**src/rtl/ceg_pkg.sv**
```systemverilog
package ceg_pkg;
  typedef enum logic [1:0] {
    ST_OPEN   = 2'd0,
    ST_GRACE  = 2'd1,
    ST_CLOSED = 2'd2
  } ceg_state_e;
endpackage

```
**src/rtl/ceg_grace_timer.sv**
```systemverilog
module ceg_grace_timer #(
  parameter int unsigned GRACE_TICKS = 16
) (
  input  logic clk_i,
  input  logic rst_ni,
  input  logic clr_i,
  input  logic run_i,
  input  logic tick_i,
  output logic expire_o
);
  localparam int unsigned CNT_W = (GRACE_TICKS > 1) ? $clog2(GRACE_TICKS) : 1;
  localparam logic [CNT_W-1:0] LAST = CNT_W'(GRACE_TICKS - 1);

  logic [CNT_W-1:0] cnt_q;

  always_ff @(posedge clk_i or negedge rst_ni) begin
    if (!rst_ni)                       cnt_q <= '0;
    else if (clr_i)                    cnt_q <= '0;
    else if (run_i && tick_i && cnt_q != LAST) cnt_q <= cnt_q + 1'b1;
  end

  assign expire_o = run_i && tick_i && (cnt_q == LAST);

  AST_CNT_IN_RANGE: assert property (@(posedge clk_i) disable iff (!rst_ni)
    cnt_q <= LAST);

  AST_NO_TICK_HOLD: assert property (@(posedge clk_i) disable iff (!rst_ni)
    (!tick_i && !clr_i) |=> $stable(cnt_q));
endmodule

```
**src/rtl/ceg_fsm.sv**
```systemverilog
module ceg_fsm
  import ceg_pkg::*;
(
  input  logic       clk_i,
  input  logic       rst_ni,
  input  logic       sys_rst_ni,
  input  logic       ce_ni,
  input  logic       expire_i,
  output ceg_state_e state_o
);
  ceg_state_e state_q, state_d;

  always_comb begin
    state_d = state_q;
    unique case (state_q)
      ST_OPEN: begin
        if (!sys_rst_ni) state_d = ce_ni ? ST_CLOSED : ST_GRACE;
      end
      ST_GRACE: begin
        if (sys_rst_ni)              state_d = ST_OPEN;
        else if (ce_ni || expire_i)  state_d = ST_CLOSED;
      end
      ST_CLOSED: begin
        if (sys_rst_ni) state_d = ST_OPEN;
      end
      default: state_d = ST_CLOSED;
    endcase
  end

  always_ff @(posedge clk_i or negedge rst_ni) begin
    if (!rst_ni) state_q <= ST_CLOSED;
    else         state_q <= state_d;
  end

  assign state_o = state_q;

  AST_IDLE_CE_CLOSES: assert property (@(posedge clk_i) disable iff (!rst_ni)
    (state_q == ST_OPEN && !sys_rst_ni && ce_ni) |=> state_q == ST_CLOSED);

  AST_STAY_CLOSED: assert property (@(posedge clk_i) disable iff (!rst_ni)
    (state_q == ST_CLOSED && !sys_rst_ni) |=> state_q == ST_CLOSED);

  AST_REOPEN: assert property (@(posedge clk_i) disable iff (!rst_ni)
    (state_q != ST_OPEN && sys_rst_ni) |=> state_q == ST_OPEN);
endmodule

```
**src/rtl/ceg_out_gate.sv**
```systemverilog
module ceg_out_gate
  import ceg_pkg::*;
(
  input  ceg_state_e state_i,
  input  logic       sys_rst_ni,
  input  logic       ce_ni,
  output logic       open_o,
  output logic       ce_no
);
  // open: close at once if reset lands on an idle chip-enable
  always_comb begin
    unique case (state_i)
      ST_OPEN:  open_o = sys_rst_ni || !ce_ni;
      ST_GRACE: open_o = !ce_ni;
      default:  open_o = 1'b0;
    endcase
  end

  assign ce_no = open_o ? ce_ni : 1'b1;
endmodule

```
**src/rtl/ce_gate_ctrl.sv**
```systemverilog
module ce_gate_ctrl
  import ceg_pkg::*;
#(
  parameter int unsigned GRACE_TICKS = 16
) (
  input  logic clk_i,
  input  logic rst_ni,
  input  logic tick_i,
  input  logic sys_rst_ni,
  input  logic ce_ni,
  output logic ce_no,
  output logic gate_en_o
);
  ceg_state_e state;
  logic       expire;
  logic       in_grace;

  assign in_grace = (state == ST_GRACE);

  ceg_grace_timer #(.GRACE_TICKS(GRACE_TICKS)) u_timer (
    .clk_i   (clk_i),
    .rst_ni  (rst_ni),
    .clr_i   (!in_grace || sys_rst_ni),
    .run_i   (in_grace && !sys_rst_ni),
    .tick_i  (tick_i),
    .expire_o(expire)
  );

  ceg_fsm u_fsm (
    .clk_i     (clk_i),
    .rst_ni    (rst_ni),
    .sys_rst_ni(sys_rst_ni),
    .ce_ni     (ce_ni),
    .expire_i  (expire),
    .state_o   (state)
  );

  ceg_out_gate u_gate (
    .state_i   (state),
    .sys_rst_ni(sys_rst_ni),
    .ce_ni     (ce_ni),
    .open_o    (gate_en_o),
    .ce_no     (ce_no)
  );

  AST_PASS_THROUGH: assert property (@(posedge clk_i) disable iff (!rst_ni)
    (state == ST_OPEN && sys_rst_ni) |-> (ce_no == ce_ni && gate_en_o));

  AST_CLOSED_INACTIVE: assert property (@(posedge clk_i) disable iff (!rst_ni)
    (state == ST_CLOSED) |-> ce_no);

  AST_GRACE_RELEASE: assert property (@(posedge clk_i) disable iff (!rst_ni)
    (in_grace && sys_rst_ni) |=> (state == ST_OPEN));
endmodule

```
**config.mk**
```make
export PLATFORM = sky130hd
export DESIGN_NAME = ce_gate_ctrl
export DESIGN_NICKNAME = d
export VERILOG_FILES = /design/src/rtl/ceg_pkg.sv /design/src/rtl/ceg_grace_timer.sv /design/src/rtl/ceg_fsm.sv /design/src/rtl/ceg_out_gate.sv /design/src/rtl/ce_gate_ctrl.sv
export SDC_FILE = /design/constraint.sdc
export NUM_CORES = 1
export LEC_CHECK = 0
export BUFFER_PORTS_ARGS = -buffer_cell sky130_fd_sc_hd__buf_4
export CAP_MARGIN = 40
export CORE_AREA = 5 5 42 44
export CTS_CLUSTER_DIAMETER = 60
export DETAILED_ROUTE_END_ITERATION = 6
export DIE_AREA = 0 0 47 49
export PLACE_DENSITY_LB_ADDON = 0.15
export SLEW_MARGIN = 5
export SYNTH_ARGS = -nofsm -noshare
export SYNTH_HDL_FRONTEND = slang
export SYNTH_SLANG_ARGS = --single-unit
```
**constraint.sdc**
```tcl
create_clock -name clk_i -period 3.5 [get_ports clk_i]
set_input_delay 0.525 -clock clk_i [delete_from_list [all_inputs] [get_ports clk_i]]
set_output_delay 0.525 -clock clk_i [all_outputs]
set_load 0.005 [all_outputs]
```
Yosys cells after proc, flatten, opt, wreduce, memory -nomap -nowiden

Cells that the tools add are included.

$add $sub $neg: 1
Eq/ne operators: 7
Muxes and demuxes: 10
Reduce and logical (&&, ||, !) cells: 13

Operator list:

| cell                                                             | count |
|---|---|
| 2-bit two-way mux                                                | 5 |
| 4-bit two-way mux                                                | 2 |
| 2-bit case mux with 3 select lines                               | 1 |
| 4-bit by 1-bit adder with 4-bit output (second input constant)   | 1 |
| 4-bit == test (second input constant)                            | 1 |
| 1-bit logical AND                                                | 4 |
| 2-bit != test (second input constant)                            | 2 |
| 4-bit != test (second input constant)                            | 1 |
| 1-bit zero test                                                  | 3 |
| 1-bit logical OR                                                 | 3 |
| 3-bit by 2-bit != test with 1-bit output (second input constant) | 1 |
| 3-bit AND reduction                                              | 1 |
| 2-bit by 1-bit == test with 1-bit output (second input constant) | 1 |
| 2-bit == test (second input constant)                            | 1 |
| 2-bit zero test                                                  | 1 |
| 1-bit case mux with 2 select lines                               | 1 |
| 2-bit nonzero test                                               | 1 |
| 1-bit two-way mux                                                | 1 |

Input bits: 5
Logic and storage cells: 33
Register bits after elaboration: 6
Output and inout port bits: 2

Longest topological paths before layout

Depth in word-level cells: 8
Gate-level depth with buffers: 4
Depth with buffers taken out: 4

By module

Synthesis repeated with hierarchy kept, for this count alone.

Cells, all modules: 34
Area total of the unflattened synthesis: 360.3 µm²

Modules (own cells, without submodules):

| module          | instances | area an instance (µm²) | sequential area each (µm²) | cells an instance |
|---|---|---|---|---|
| ceg_grace_timer | 1         | 241.5                  | 100.1                      | 23 |
| ceg_fsm         | 1         | 81.3                   | 51.3                       | 6 |
| ceg_out_gate    | 1         | 21.3                   | 0.0                        | 3 |
| ce_gate_ctrl    | 1         | 16.3                   | 0.0                        | 2 |

Worst setup path after synthesis

Ideal clock, no wire load.

Path type: reg2reg
Start: register u_timer.cnt_q[0]
End: register u_timer.cnt_q[0]
Required time: 3,423 ps
Path slack: 2,206 ps
Data arrival time: 1,216 ps
Clock period less this slack: 1,294 ps
Buffers on the path: 0
Cell stages (with the launch flop): 5
Library setup time: 77 ps
Path through: dfrtp_1 -> ha_1 -> and3_4 -> or3_1 -> a21oi_1

Longest elaborated chain between the ends: 3
Elaborated cells on any way between the ends: 6
Classes of those cells: add/sub: 1; eq/ne: 1; mux: 2; reduce/logical: 2

RTL lines:

| what                                                                    | line                  | RTL |
|---|---|---|
| start: declaration                                                      | ceg_grace_timer.sv:14 | `logic [CNT_W-1:0] cnt_q;` |
| start signal: assignment                                                | ceg_grace_timer.sv:19 | `else if (run_i && tick_i && cnt_q != LAST) cnt_q <= cnt_q + 1'b1;` |
| 4-bit by 1-bit adder with 4-bit output or 4-bit != test (tied branches) | ceg_grace_timer.sv:19 |  |
| 4-bit two-way mux or 1-bit logical AND (tied branches)                  | ceg_grace_timer.sv:19 |  |
| 4-bit two-way mux or 2-bit nonzero test (tied branches)                 | n/a                   |  |

Several ways; a longest one is shown, not always the timed one. The select of a mux whose other input is x is not followed.
A chain may end at the register's enable or synchronous reset.

Final worst setup path

Start: register u_fsm.state_q[0] (netlist: u_fsm.state_o[0])
End: output gate_en_o

Longest elaborated chain between the ends: 2
Elaborated cells on any way between the ends: 3
Classes of those cells: eq/ne: 1; mux: 1; reduce/logical: 1

RTL lines:

| what                                                                        | line               | RTL |
|---|---|---|
| start: declaration                                                          | ceg_fsm.sv:11      | `ceg_state_e state_q, state_d;` |
| start signal: assignment                                                    | ceg_fsm.sv:32      | `else state_q <= state_d;` |
| 2-bit by 1-bit == test with 1-bit output or 2-bit zero test (tied branches) | ceg_out_gate.sv:12 | `unique case (state_i)` |
| 1-bit case mux with 2 select lines *                                        | ceg_out_gate.sv:12 |  |
| end: declaration                                                            | ce_gate_ctrl.sv:12 | `output logic gate_en_o` |

Every way passes the cells marked *; elsewhere a longest branch is shown, timed or not.

==> results.sh <==
export IMPL_wire_per_inst_um=12.1
export IMPL_pwr_share_comb=0.098
export IMPL_synthDistinctLibCells=21
export IMPL_core_area_mm2=0.00140
export IMPL_yosys_top_cells_count="a21oi_1 (5), dfrtp_1 (5), nand2_1 (2), nor3_1 (2), o21ai_0 (2)"
export IMPL_hold_viol_final=0
export IMPL_ys_top_cells_by_area="dfrtp_1 (40%), dfstp_2 (8.5%), a21oi_1 (8.1%)"
export IMPL_clk_pin_slew_ns=0.05
export IMPL_drt_iter0_drc=3
export IMPL_dp_hpwl_um=542
export IMPL_die_h_um=49
export IMPL_cts_buffer_depth=2
export IMPL_syn2layout_area_growth_pct=29.6
export IMPL_synth_edf_count=0
export IMPL_arrival_ns=1.08
export IMPL_grt_pass1_wl_mm=1.28
export IMPL_stdcell_area_um2=400
export IMPL_maxSlewHeadroom=0.871
export IMPL_fin_worst_skew_ns=0.0110
export IMPL_synth_largest_area_cell="dfrtp_1"
export IMPL_r2r_end="u_timer.cnt_q[0]"
export IMPL_ant_nets=0
export IMPL_fin_nets=49
export IMPL_slowest_stage="dfrtp_1"
export IMPL_finalPower_uw=159
export IMPL_worst_slew_pin_slew_ns=0.193
export IMPL_cts_root_buffer="clkbuf_4"
export IMPL_gp_congestion=0.749
export IMPL_n_fill_cell=169
export IMPL_fmax_ghz=0.625
export IMPL_track_usage=0.0836
export IMPL_io_pins=7
export IMPL_ir_drop_uv=101
export IMPL_rrSetupSlack_ns=2.12
export IMPL_drc=0
export IMPL_grt_max_degree=7
export IMPL_firstDrtPassIters=4
export IMPL_avgSynthCellArea_um2=9.66
export IMPL_power_density_mw_per_mm2=397
export IMPL_outcome="completed"
export IMPL_crit_chain="nand2b_1 -> a21oi_1 -> buf_4"
export IMPL_ff2ff_path_depth=4
export IMPL_cts_resized=0
export IMPL_detail_route_vias_per_cell=4.74
export IMPL_crit_cells=3
export IMPL_post_cts_buffers=0
export IMPL_internal_power_uw=124
export IMPL_diodes=0
export IMPL_leakage_uw=0.000178
export IMPL_rows=14
export IMPL_synth_net_count=38
export IMPL_cts_tree="done"
export IMPL_crit_required_ns=2.97
export IMPL_critPathLaunchType="register"
export IMPL_cts_max_level=1
export IMPL_grt_ovfl_total=0
export IMPL_hold_path_class="in2async"
export IMPL_synthCells=32
export IMPL_antenna_found_initial=0
export IMPL_cts_made_buffers=3
export IMPL_rsz0062_at_grt="false"
export IMPL_ys_seq_area_frac=0.490
export IMPL_regToRegStartpoint="u_timer.cnt_q[0]"
export IMPL_async_flop_share=1.00
export IMPL_clockPowerShare=0.438
export IMPL_max_stage_delay_ns=0.40
export IMPL_period_needed_ns=1.60
export IMPL_cts_sinks=6
export IMPL_setup_violations_final=0
export IMPL_layout_drive_gt1_share=0.310
export IMPL_switching_share=0.223
export IMPL_synthFlopType="dfrtp_1"
export IMPL_cpLargestDelayFamily="flip-flops"
export IMPL_post_route_period_util=0.457
export IMPL_critPathCaptureType="primary output"
export IMPL_crit_buf_inv=1
export IMPL_clkLatencyLatePin_ns=0.25
export IMPL_hold_slack_ns=0.0742
export IMPL_power_frac_seq=0.464
export IMPL_die_area_mm2=0.00230
export IMPL_vias=275
export IMPL_wl_um=701
export IMPL_port_buffers=6
export IMPL_place_ws_ns=1.96
export IMPL_synth_top_cell_area_share=0.405
export IMPL_netSwitchingPower_uw=35.4
export IMPL_dpl_cell_area_um2=374
export IMPL_synth_seq_cells=6
export IMPL_netlist_area_um2=309
export IMPL_die_w_um=47
export IMPL_grt_pass1_vias=266
export IMPL_slew_violations=0
export IMPL_crit_type="reg2out"
export IMPL_initial_core_util=0.221
export IMPL_postCtsHoldBufs=0
export IMPL_setup_ws_ns=1.90
export IMPL_cap_violations=0
export IMPL_cp_max_fo=4
export IMPL_setup_tns_final_ns=0
export IMPL_yosys_warnings=0
[stage by stage]
stage / util / std cells
4_1_cts: 0.286 / 58
6_report: 0.286 / 58
3_5_place_dp: 0.267 / 54
3_3_place_gp: 0.267 / 54
5_1_grt: 0.286 / 58
2_1_floorplan: - / 32
[power by group through the flow]
stage	registers, uW	clock network (uW)	logic (uW)
floorplan	74.3	0	5.66
global placement	74.7	0	15.4
detailed placement	74.8	0	16.0
CTS	73.7	74.4	16.1
global route	73.8	82.4	17.9
finish	73.7	69.5	15.6
[placed cells by master, fill, tap and decap left out]
cell	instances
a211oi_1	1
a21oi_1	5
a31oi_1	1
and3_1	1
and3_4	1
and4b_2	1
buf_4	6
clkbuf_1	1
clkbuf_4	3
dfrtp_1	5
dfstp_2	1
ha_1	1
inv_1	1
inv_2	1
nand2_1	2
nand2b_1	1
nand3b_1	1
nand4_1	1
nor2_1	1
nor2b_1	1
nor3_1	2
o21ai_0	2
or2_1	1
or3_1	1
[sequential cells by signal, indices dropped and copies added, names as in the netlist]
signal,count
u_fsm.state_o,2
u_timer.cnt_q,4
[layout make-up]
type | count | area (um2) | area share
clock buffers | 4 | 26.3 | 0.0656
multi-input cells | 24 | 150 | 0.375
inverters | 2 | 7.51 | 0.0188
well taps | 16 | 20.0 | 0.0500
flip-flops and latches | 6 | 151 | 0.378
repair buffers | 6 | 45.0 | 0.112
[cell families (layout without fill, tap and decap cells)]
family | Yosys count | after routing | synth area share
adders and majority gates | 1 | 1 | 0.0405
AOI/OAI and AO/OA | 9 | 9 | 0.158
buffers and inverters | 2 | 12 | 0.0243
DFF | 6 | 6 | 0.490
and+or+nand+nor | 14 | 14 | 0.288
[worst reg2reg max path, delay by kind of cell (launching register included)]
kind / cells / cell delay [ns]
AND/OR/NAND/NOR: 2 / 0.51
flip-flops: 1 / 0.40
adder cells (fa/ha/maj): 1 / 0.26
AO/OA/AOI/OAI: 1 / 0.14
[worst max-delay path by stage]
stage | from | slack [ns] | end
3_5_place_dp | ce_ni | 1.96 | ce_no
3_3_place_gp | ce_ni | 1.98 | ce_no
5_1_grt | u_fsm.state_o[0] | 1.79 | gate_en_o
2_1_floorplan | u_timer.cnt_q[0] | 2.21 | u_timer.cnt_q[0]
4_1_cts | u_fsm.state_o[0] | 1.87 | gate_en_o
6_report | u_fsm.state_o[0] | 1.90 | gate_en_o
[metal layers]
metal,track usage,routed length [um],part of all wire,vias up
met5,0,0,0,-
met4,0.0829,13,0.019,0
met3,0.0332,53,0.076,2
li1,-,-,-,137
met2,0.104,338,0.48,7
met1,0.101,296,0.42,129
Note: power is estimated with default switching activity, not from simulation.
